==> config.mk <==
export PLATFORM = sky130hd
export DESIGN_NAME = pipe_sram
export DESIGN_NICKNAME = d
export VERILOG_FILES = /design/src/rtl/pipe_sram_pkg.sv /design/src/rtl/pipe_sram_cmd.sv /design/src/rtl/pipe_sram_array.sv /design/src/rtl/pipe_sram_data.sv /design/src/rtl/pipe_sram.sv
export SDC_FILE = /design/constraint.sdc
export NUM_CORES = 2
export LEC_CHECK = 0
export BUFFER_PORTS_ARGS = -buffer_cell sky130_fd_sc_hd__buf_2
export CAP_MARGIN = 15
export CORE_MARGIN = 3
export CORE_UTILIZATION = 32
export CTS_BUF_LIST = sky130_fd_sc_hd__clkbuf_8
export DETAILED_ROUTE_END_ITERATION = 8
export PLACE_DENSITY = 0.42
export SLEW_MARGIN = 20
export SYNTH_ARGS = -nofsm -noshare
export SYNTH_HDL_FRONTEND = slang
export SYNTH_MEMORY_MAX_BITS = 65536
export SYNTH_SLANG_ARGS = --single-unit
==> constraint.sdc <==
create_clock -name clk -period 3.65 [get_ports clk]
set_clock_uncertainty 0.05 [all_clocks]
set_input_delay 0.365 -clock clk [delete_from_list [all_inputs] [get_ports clk]]
set_output_delay 0.365 -clock clk [all_outputs]
set_load 0.01 [all_outputs]
==> src/rtl/pipe_sram_pkg.sv <==
package pipe_sram_pkg;
  typedef enum logic [1:0] {
    OP_IDLE  = 2'd0,
    OP_READ  = 2'd1,
    OP_WRITE = 2'd2
  } op_e;
endpackage

==> src/rtl/pipe_sram_cmd.sv <==
// Command stage: decodes loads, runs the burst counter and registers the
// effective address, operation and lane strobes of every enabled cycle.
module pipe_sram_cmd
  import pipe_sram_pkg::*;
#(
  parameter int ADDR_W  = 8,
  parameter int LANES   = 2,
  parameter int BURST_W = 2
) (
  input  logic              clk,
  input  logic              rst,
  input  logic              en,
  input  logic              advance,
  input  logic              sel_ok,
  input  logic              wr_n,
  input  logic [LANES-1:0]  lane_wr_n,
  input  logic              ilv,
  input  logic [ADDR_W-1:0] addr,
  output op_e               op_q,
  output logic [ADDR_W-1:0] addr_q,
  output logic [LANES-1:0]  mask_q
);
  logic [ADDR_W-1:0]  base_q;
  logic               ilv_q;
  logic [BURST_W-1:0] cnt_q;
  logic [BURST_W-1:0] cnt_nx;
  logic [BURST_W-1:0] low_nx;
  op_e                kind_q;
  op_e                load_kind;

  assign cnt_nx    = cnt_q + BURST_W'(1);
  assign load_kind = !sel_ok ? OP_IDLE : (wr_n ? OP_READ : OP_WRITE);

  // low address bits of the next beat
  always_comb begin
    if (ilv_q) low_nx = base_q[BURST_W-1:0] ^ cnt_nx;
    else       low_nx = base_q[BURST_W-1:0] + cnt_nx;
  end

  always_ff @(posedge clk) begin
    if (rst) begin
      kind_q <= OP_IDLE;
      op_q   <= OP_IDLE;
      base_q <= '0;
      ilv_q  <= 1'b0;
      cnt_q  <= '0;
      addr_q <= '0;
      mask_q <= '0;
    end else if (en) begin
      mask_q <= ~lane_wr_n;
      if (!advance) begin
        base_q <= addr;
        ilv_q  <= ilv;
        cnt_q  <= '0;
        kind_q <= load_kind;
        op_q   <= load_kind;
        addr_q <= addr;
      end else begin
        cnt_q  <= cnt_nx;
        op_q   <= kind_q;
        addr_q <= {base_q[ADDR_W-1:BURST_W], low_nx};
      end
    end
  end
endmodule

==> src/rtl/pipe_sram_array.sv <==
// Storage: one simple dual-port array per lane, registered read port,
// read-before-write on a shared address.
module pipe_sram_array #(
  parameter int ADDR_W = 8,
  parameter int LANES  = 2,
  parameter int LANE_W = 9
) (
  input  logic                    clk,
  input  logic                    rst,
  input  logic                    en,
  input  logic [ADDR_W-1:0]       rd_addr,
  input  logic [ADDR_W-1:0]       wr_addr,
  input  logic [LANES-1:0]        wr_lane,
  input  logic [LANES*LANE_W-1:0] wr_data,
  output logic [LANES*LANE_W-1:0] rd_data
);
  localparam int DEPTH = 1 << ADDR_W;

  for (genvar l = 0; l < LANES; l++) begin : g_lane
    logic [LANE_W-1:0] mem [DEPTH];

    always_ff @(posedge clk) begin
      if (en && wr_lane[l]) mem[wr_addr] <= wr_data[l*LANE_W +: LANE_W];
    end

    always_ff @(posedge clk) begin
      if (rst)     rd_data[l*LANE_W +: LANE_W] <= '0;
      else if (en) rd_data[l*LANE_W +: LANE_W] <= mem[rd_addr];
    end
  end
endmodule

==> src/rtl/pipe_sram_data.sv <==
// Data stage: holds the slot whose data is on the bus, steers write data
// into the array, captures the overtaking-read bypass and drives the bus.
module pipe_sram_data
  import pipe_sram_pkg::*;
#(
  parameter int ADDR_W = 8,
  parameter int LANES  = 2,
  parameter int LANE_W = 9
) (
  input  logic                    clk,
  input  logic                    rst,
  input  logic                    en,
  input  op_e                     s1_op,
  input  logic [ADDR_W-1:0]       s1_addr,
  input  logic [LANES-1:0]        s1_mask,
  input  logic [LANES*LANE_W-1:0] bus_in,
  input  logic [LANES*LANE_W-1:0] rd_data,
  input  logic                    out_en_n,
  output logic [ADDR_W-1:0]       wr_addr,
  output logic [LANES-1:0]        wr_lane,
  output logic [LANES*LANE_W-1:0] wr_data,
  output logic [LANES*LANE_W-1:0] bus_out,
  output logic                    bus_drive
);
  localparam int DATA_W = LANES * LANE_W;

  op_e               s2_op;
  logic [ADDR_W-1:0] s2_addr;
  logic [LANES-1:0]  s2_mask;
  logic [LANES-1:0]  byp_lane;
  logic [DATA_W-1:0] byp_data;
  logic              hit;

  assign hit     = (s1_op == OP_READ) && (s2_op == OP_WRITE) && (s1_addr == s2_addr);
  assign wr_addr = s2_addr;
  assign wr_data = bus_in;
  assign wr_lane = (s2_op == OP_WRITE) ? s2_mask : '0;

  always_ff @(posedge clk) begin
    if (rst) begin
      s2_op    <= OP_IDLE;
      s2_addr  <= '0;
      s2_mask  <= '0;
      byp_lane <= '0;
      byp_data <= '0;
    end else if (en) begin
      s2_op    <= s1_op;
      s2_addr  <= s1_addr;
      s2_mask  <= s1_mask;
      byp_lane <= hit ? s2_mask : '0;
      byp_data <= bus_in;
    end
  end

  for (genvar l = 0; l < LANES; l++) begin : g_mux
    assign bus_out[l*LANE_W +: LANE_W] = byp_lane[l] ? byp_data[l*LANE_W +: LANE_W]
                                                     : rd_data[l*LANE_W +: LANE_W];
  end

  assign bus_drive = (s2_op == OP_READ) && !out_en_n;
endmodule

==> src/rtl/pipe_sram.sv <==
module pipe_sram
  import pipe_sram_pkg::*;
#(
  parameter int ADDR_W  = 8,
  parameter int LANES   = 2,
  parameter int LANE_W  = 9,
  parameter int BURST_W = 2
) (
  input  logic                    clk,
  input  logic                    rst,
  input  logic                    clk_en,
  input  logic [ADDR_W-1:0]       addr,
  input  logic                    burst_next,
  input  logic                    sel_a_n,
  input  logic                    sel_b,
  input  logic                    sel_c_n,
  input  logic                    wr_n,
  input  logic [LANES-1:0]        lane_wr_n,
  input  logic                    ilv_order,
  input  logic                    out_en_n,
  input  logic [LANES*LANE_W-1:0] bus_in,
  output logic [LANES*LANE_W-1:0] bus_out,
  output logic                    bus_drive
);
  localparam int DATA_W = LANES * LANE_W;

  op_e               s1_op;
  logic [ADDR_W-1:0] s1_addr;
  logic [LANES-1:0]  s1_mask;
  logic [ADDR_W-1:0] wr_addr;
  logic [LANES-1:0]  wr_lane;
  logic [DATA_W-1:0] wr_data;
  logic [DATA_W-1:0] rd_data;
  logic              sel_ok;

  assign sel_ok = !sel_a_n && sel_b && !sel_c_n;

  pipe_sram_cmd #(.ADDR_W(ADDR_W), .LANES(LANES), .BURST_W(BURST_W)) u_cmd (
    .clk      (clk),
    .rst      (rst),
    .en       (clk_en),
    .advance  (burst_next),
    .sel_ok   (sel_ok),
    .wr_n     (wr_n),
    .lane_wr_n(lane_wr_n),
    .ilv      (ilv_order),
    .addr     (addr),
    .op_q     (s1_op),
    .addr_q   (s1_addr),
    .mask_q   (s1_mask)
  );

  pipe_sram_array #(.ADDR_W(ADDR_W), .LANES(LANES), .LANE_W(LANE_W)) u_array (
    .clk    (clk),
    .rst    (rst),
    .en     (clk_en),
    .rd_addr(s1_addr),
    .wr_addr(wr_addr),
    .wr_lane(wr_lane),
    .wr_data(wr_data),
    .rd_data(rd_data)
  );

  pipe_sram_data #(.ADDR_W(ADDR_W), .LANES(LANES), .LANE_W(LANE_W)) u_data (
    .clk      (clk),
    .rst      (rst),
    .en       (clk_en),
    .s1_op    (s1_op),
    .s1_addr  (s1_addr),
    .s1_mask  (s1_mask),
    .bus_in   (bus_in),
    .rd_data  (rd_data),
    .out_en_n (out_en_n),
    .wr_addr  (wr_addr),
    .wr_lane  (wr_lane),
    .wr_data  (wr_data),
    .bus_out  (bus_out),
    .bus_drive(bus_drive)
  );
endmodule

# Word-level counts from Yosys, hierarchy flattened
# Memories as Yosys holds them, arrays and structs flattened. A register that Yosys moved wholly into a read port is not among the register bits.
# Index checks and enable logic that the tools add are counted.
# word_totals
word_cells	47
register_bits	55
mem_bits_rw	4608
n_memories	2
output_inout_bits	19
input_bits	38
# op_classes
reduce_logical	11
n_eq_ne	4
n_addsub	2
muxes	14
n_bitwise	3
# mem_list
memory	depth	width	rd	rd_clocked_by_memory_dff	wr	line_no	rtl
u_array.g_lane[0].mem	256	9	1	1	1	pipe_sram_array.sv:20	logic [LANE_W-1:0] mem [DEPTH];
u_array.g_lane[1].mem	256	9	1	1	1	pipe_sram_array.sv:20	
# ops
cell	n
9-bit two-way mux	2
2-bit two-way mux	7
8-bit equality test	1
8-bit two-way mux	1
1-bit logical AND	7
2-bit by 1-bit equality test with 1-bit output, second input constant	2
1-bit two-way mux	4
1-bit zero test	3
2-bit by 1-bit adder with 2-bit output, second input constant	1
2-bit adder	1
2-bit equality test, second input constant	1
2-bit NOT	1
2-bit AND reduction	1
2-bit XOR	1
1-bit NOT	1

# Logic depth before layout (Yosys ltp)
# depth
depth_word	5
mapped_depth	12
ltp_nobuf	8

# Hierarchy
# A second synthesis with hierarchy kept.
# hier_totals
cells_unflattened	8920
area_unflattened_um2	182369.9
# modules_own_cells
mod	seq_area_each_um2	n_inst	area_per_inst_um2	cells_each
pipe_sram_array	138733.1	1	179791.2	8650
pipe_sram_data	640.6	1	1607.8	160
pipe_sram_cmd	460.4	1	958.4	109
pipe_sram	0.0	1	12.5	1

# Worst setup path before layout
# No wires, ideal clock.
# synth_path
path_kind	input-to-reg
start	input port clk_en
end	memory u_array.g_lane[1].mem[103][0] (enable)
required_ns	3.226
path_buffers	4
setup_slack_ns	0.894
stages	9
setup_ns	0.374
arrival_ns	2.332
cell_sequence	clkbuf_1 -> nand2_1 -> nor2_1 -> and2_1 -> clkbuf_1 -> clkbuf_1 -> nand4_1 -> clkbuf_1 -> nor2_1
# synth_via
elab_chain_len	3
# synth_rtl
element	line_no	rtl
start, declared	pipe_sram.sv:11	input logic clk_en,
1-bit logical AND	pipe_sram_array.sv:23	if (en && wr_lane[l]) mem[wr_addr] <= wr_data[l*LANE_W +: LANE_W];
1-bit two-way mux	pipe_sram_array.sv:23	
1-bit two-way mux (not written as such)	pipe_sram_array.sv:23	
end, declared	pipe_sram_array.sv:20	
# No other way between the ends.

==> results.sh <==
export IMPL_flow_area_growth_from_synthesis_pct=18.0
export IMPL_int_pwr_mw=83.3
export IMPL_yosys_area_top_type_share=0.759
export IMPL_cp_arrival_ns=4.78
export IMPL_detail_route_antenna_nets=0
export IMPL_finalNetCount=10700
export IMPL_synth_warnings=0
export IMPL_place_detailed_hpwl_um=368000
export IMPL_power_share_clock=0.386
export IMPL_worst_r2r_endpoint="u_array.rd_data[14]"
export IMPL_cts_buffers_inserted=782
export IMPL_end_kind="register"
export IMPL_grt_start_max_net_pins=137
export IMPL_drt_drc_violations_left=0
export IMPL_detailedRoute_firstPassIterationCount=5
export IMPL_drt_iter0_drc=9202
export IMPL_worst_setup_path_endpoint="u_array.rd_data[14]"
export IMPL_setup_ws_post_layout_ns=-0.000166
export IMPL_asyncSetResetFlopFracSynth=0
export IMPL_synth_area_leaders="sky130_fd_sc_hd__edfxtp_1 (76%), sky130_fd_sc_hd__mux4_2 (11%), sky130_fd_sc_hd__mux2i_1 (4.0%)"
export IMPL_netlist_area_before_placement_mm2=0.182
export IMPL_cap_violations=0
export IMPL_std_cell_rows=276
export IMPL_hold_class="input port to register"
export IMPL_p_per_area_mw_per_mm2=511
export IMPL_pre_cts_slack_ns=-0.391
export IMPL_grt_antenna_before_repair=38
export IMPL_yosys_area_top_type="sky130_fd_sc_hd__edfxtp_1"
export IMPL_power_leakage_nw=68.5
export IMPL_ys_ff_latch=4681
export IMPL_cts_sink_count=4681
export IMPL_grt_remaining_overflow=0
export IMPL_setup_viol_count_final=1
export IMPL_cts_max_level=6
export IMPL_netSwitchingFraction=0.242
export IMPL_grt_use_total=0.197
export IMPL_period_share=1.00
export IMPL_avgRoutedWirePerCell_um=31.1
export IMPL_critical_path_class="register to register"
export IMPL_root_buffer="sky130_fd_sc_hd__clkbuf_8"
export IMPL_timing_fmax_mhz=274
export IMPL_synth_distinct_cells=63
export IMPL_period_minus_slack_ns=3.65
export IMPL_gp_congestion=0.813
export IMPL_synth_cells=9076
export IMPL_source_of_the_critical_timing_path="u_cmd.addr_q[0]"
export IMPL_critPathMaxFanout=11
export IMPL_final_layout_size_suffix_gt1_frac=0.282
export IMPL_initial_core_util=0.322
export IMPL_core_region_area_mm2=0.566
export IMPL_setup_tns_final_ns=-0.000166
export IMPL_final_core_utilization=0.380
export IMPL_result_of_the_run="finished with violations"
export IMPL_seq_area_frac_synth=0.767
export IMPL_boundaryPins=57
export IMPL_power_switching_mw=26.6
export IMPL_fp_dieH_um=761
export IMPL_avgViaCountPerCell=5.17
export IMPL_final_hold_violation_count=0
export IMPL_final_max_slew_violation_count=0
export IMPL_vias=97000
export IMPL_worstSetupStartpointType="register"
export IMPL_number_of_global_route_vias_before_repair=101000
export IMPL_timing_reg2reg_setup_slack_ns=-0.0002
export IMPL_comb_power_share=0.075
export IMPL_violations_in_the_final_reports="setup timing"
export IMPL_clkLatencyLatePin_ns=1.31
export IMPL_r2r_start="u_cmd.addr_q[0]"
export IMPL_timing_max_slew_rel_slack=0.125
export IMPL_wl_um=584000
export IMPL_dominantRegCellSynth="sky130_fd_sc_hd__edfxtp_1"
export IMPL_actual_transition_at_the_worst_max_transition_pin_ns=1.31
export IMPL_synthesis_area_per_instance_um2=20.1
export IMPL_rr_worst_depth=12
export IMPL_worst_endpoint_required_ns=4.78
export IMPL_numPortBuffers=56
export IMPL_horiz_die_dim_um=761
export IMPL_seqPwrFrac=0.539
export IMPL_global_route_wire_length_before_repair_um=809000
export IMPL_vdd_ir_drop_max_mv=0.434
export IMPL_synth_nets=9115
export IMPL_tritoncts="done"
export IMPL_grt_setup_unrepaired="yes"
export IMPL_die_footprint_mm2=0.579
export IMPL_worstHoldPathCells=2
export IMPL_synth_edff_count=4608
export IMPL_clk_pin_slew_worst_paths_ns=0.05
export IMPL_maximum_clock_path_buffer_count=4
## per-layer routing
metal | track usage | wire [um]
met4 | 0.0552 | 17100
met2 | 0.332 | 288000
met3 | 0.0256 | 28700
met1 | 0.268 | 250000
met5 | 0 | 63
## synth_stat cells (71+ instances only)
master	number
sky130_fd_sc_hd__edfxtp_1	4608
sky130_fd_sc_hd__mux4_2	862
sky130_fd_sc_hd__mux2i_1	720
sky130_fd_sc_hd__nor2_1	674
sky130_fd_sc_hd__clkbuf_1	293
sky130_fd_sc_hd__o221ai_1	241
sky130_fd_sc_hd__o22ai_1	181
sky130_fd_sc_hd__a21oi_1	174
sky130_fd_sc_hd__nand2_1	162
sky130_fd_sc_hd__buf_2	103
sky130_fd_sc_hd__nor3_1	94
sky130_fd_sc_hd__a211oi_1	90
sky130_fd_sc_hd__nor4_1	88
sky130_fd_sc_hd__buf_4	84
sky130_fd_sc_hd__buf_1	75
sky130_fd_sc_hd__dfxtp_1	73
sky130_fd_sc_hd__o21ai_0	71
## through the flow
| stage | hold slack [ns] | instance area, um2 | std cells | power (mW) |
|---|---|---|---|---|
| CTS | 0.00262 | 215000 | 18800 | 112 |
| global route | 0.0211 | 215000 | 18800 | 114 |
| finish | 0.0893 | 215000 | 18800 | 110 |
| floorplan | 0.386 | 182000 | 9076 | 64.4 |
| global placement | 0.392 | 200000 | 17200 | 68.6 |
| detailed placement | 0.404 | 200000 | 17300 | 68.7 |
## worst min path at each step
stage	start	end	slack, ns
global route	bus_in[6]	u_array.g_lane[0].mem[204][6]	0.02
floorplan	u_cmd.base_q[2]	u_cmd.base_q[2]	0.39
detailed placement	u_cmd.base_q[3]	u_cmd.base_q[3]	0.40
CTS	bus_in[15]	u_array.g_lane[1].mem[7][6]	0.003
finish	bus_in[6]	u_array.g_lane[0].mem[205][6]	0.09
global placement	u_cmd.base_q[3]	u_cmd.base_q[3]	0.39
## critical path: stages, from the launching register on
cell	delay (ns)
sky130_fd_sc_hd__dfxtp_4	0.37
sky130_fd_sc_hd__buf_12	0.16
sky130_fd_sc_hd__buf_12	0.17
sky130_fd_sc_hd__buf_12	0.16
sky130_fd_sc_hd__mux4_2	0.34
sky130_fd_sc_hd__nor4_1	0.06
sky130_fd_sc_hd__a2111oi_2	0.55
sky130_fd_sc_hd__o311ai_1	0.21
sky130_fd_sc_hd__a2111oi_1	0.47
sky130_fd_sc_hd__buf_4	0.21
sky130_fd_sc_hd__nand4_1	0.33
sky130_fd_sc_hd__buf_4	0.28
sky130_fd_sc_hd__a211oi_2	0.14
## registers in the layout, indices dropped and copies added, names as in the netlist
signal              cells
u_cmd.addr_q            8
u_data.byp_data        18
u_array.rd_data        18
u_data.s2_op            2
u_data.wr_addr          8
u_cmd.op_q              2
u_cmd.ilv_q             1
u_data.s2_mask          2
u_array.g_lane.mem   4608
u_cmd.cnt_q             2
u_cmd.base_q            8
u_data.byp_lane         2
u_cmd.mask_q            2
## placed cells by master, fill, tap and decap left out, types with 37 or more instances in the layout
| cell | netlist | layout |
|---|---|---|
| sky130_fd_sc_hd__mux4_2 | 862 | 862 |
| sky130_fd_sc_hd__nor4_1 | 88 | 81 |
| sky130_fd_sc_hd__buf_12 | 0 | 142 |
| sky130_fd_sc_hd__nor2_1 | 674 | 672 |
| sky130_fd_sc_hd__o221ai_1 | 241 | 241 |
| sky130_fd_sc_hd__edfxtp_1 | 4608 | 4608 |
| sky130_fd_sc_hd__o22ai_1 | 181 | 181 |
| sky130_fd_sc_hd__a211oi_1 | 90 | 89 |
| sky130_fd_sc_hd__a21oi_1 | 174 | 173 |
| sky130_fd_sc_hd__nor3_1 | 94 | 91 |
| sky130_fd_sc_hd__nand3_1 | 53 | 37 |
| sky130_fd_sc_hd__clkbuf_8 | 0 | 797 |
| sky130_fd_sc_hd__nand2_1 | 162 | 152 |
| sky130_fd_sc_hd__inv_1 | 4 | 293 |
| sky130_fd_sc_hd__mux2i_1 | 720 | 720 |
| sky130_fd_sc_hd__clkinv_2 | 0 | 57 |
| sky130_fd_sc_hd__mux2_2 | 42 | 42 |
| sky130_fd_sc_hd__buf_4 | 84 | 1066 |
| sky130_fd_sc_hd__clkinv_1 | 0 | 214 |
| sky130_fd_sc_hd__dlygate4sd3_1 | 0 | 82 |
| sky130_fd_sc_hd__nand2b_1 | 41 | 37 |
| sky130_fd_sc_hd__o21ai_0 | 71 | 70 |
| sky130_fd_sc_hd__dfxtp_1 | 73 | 67 |
## kinds of logic after synthesis
kind of cell | Yosys count | share of synthesized area
DFF | 4681 | 0.767
muxes | 1637 | 0.149
and+or+nand+nor | 1223 | 0.0300
AOI/OAI and AO/OA | 924 | 0.0369
buffers and inverters | 599 | 0.0164
xor gates and xnor gates | 11 | 0.000528
adders and majority gates | 1 | 0.0000686
## power groups by stage
stage / sequential [mW] / combinational [mW] / clock, mW
floorplan: 60.2 / 4.17 / 0
global placement: 60.4 / 8.25 / 0
detailed placement: 60.4 / 8.31 / 0
CTS: 59.2 / 8.43 / 43.9
global route: 59.2 / 8.71 / 46.2
finish: 59.2 / 8.26 / 42.4
## layout make-up
type                            instances  area, um2
Timing Repair Buffer                 1348      12200
Clock inverter                        617       2960
Sequential cell                      4681     140000
Multi-Input combinational cell       3796      39800
Fill cell                           52200     351000
Antenna cell                           13       32.5
Tap cell                             7506       9390
Clock buffer                          797      11000
Inverter                                6       40.0
## timing repair
| item | CTS | global route |
|---|---|---|
| endpoints found under the hold margin | 4657 | 0 |
| buffers inserted | 3 | 0 |
| setup endpoints to repair | 15 | 6 |
| hold buffers | 82 | 0 |
| gates cloned | 0 | 0 |
| resized for setup | 11 | 7 |
Power figures use the tool's default switching activity.
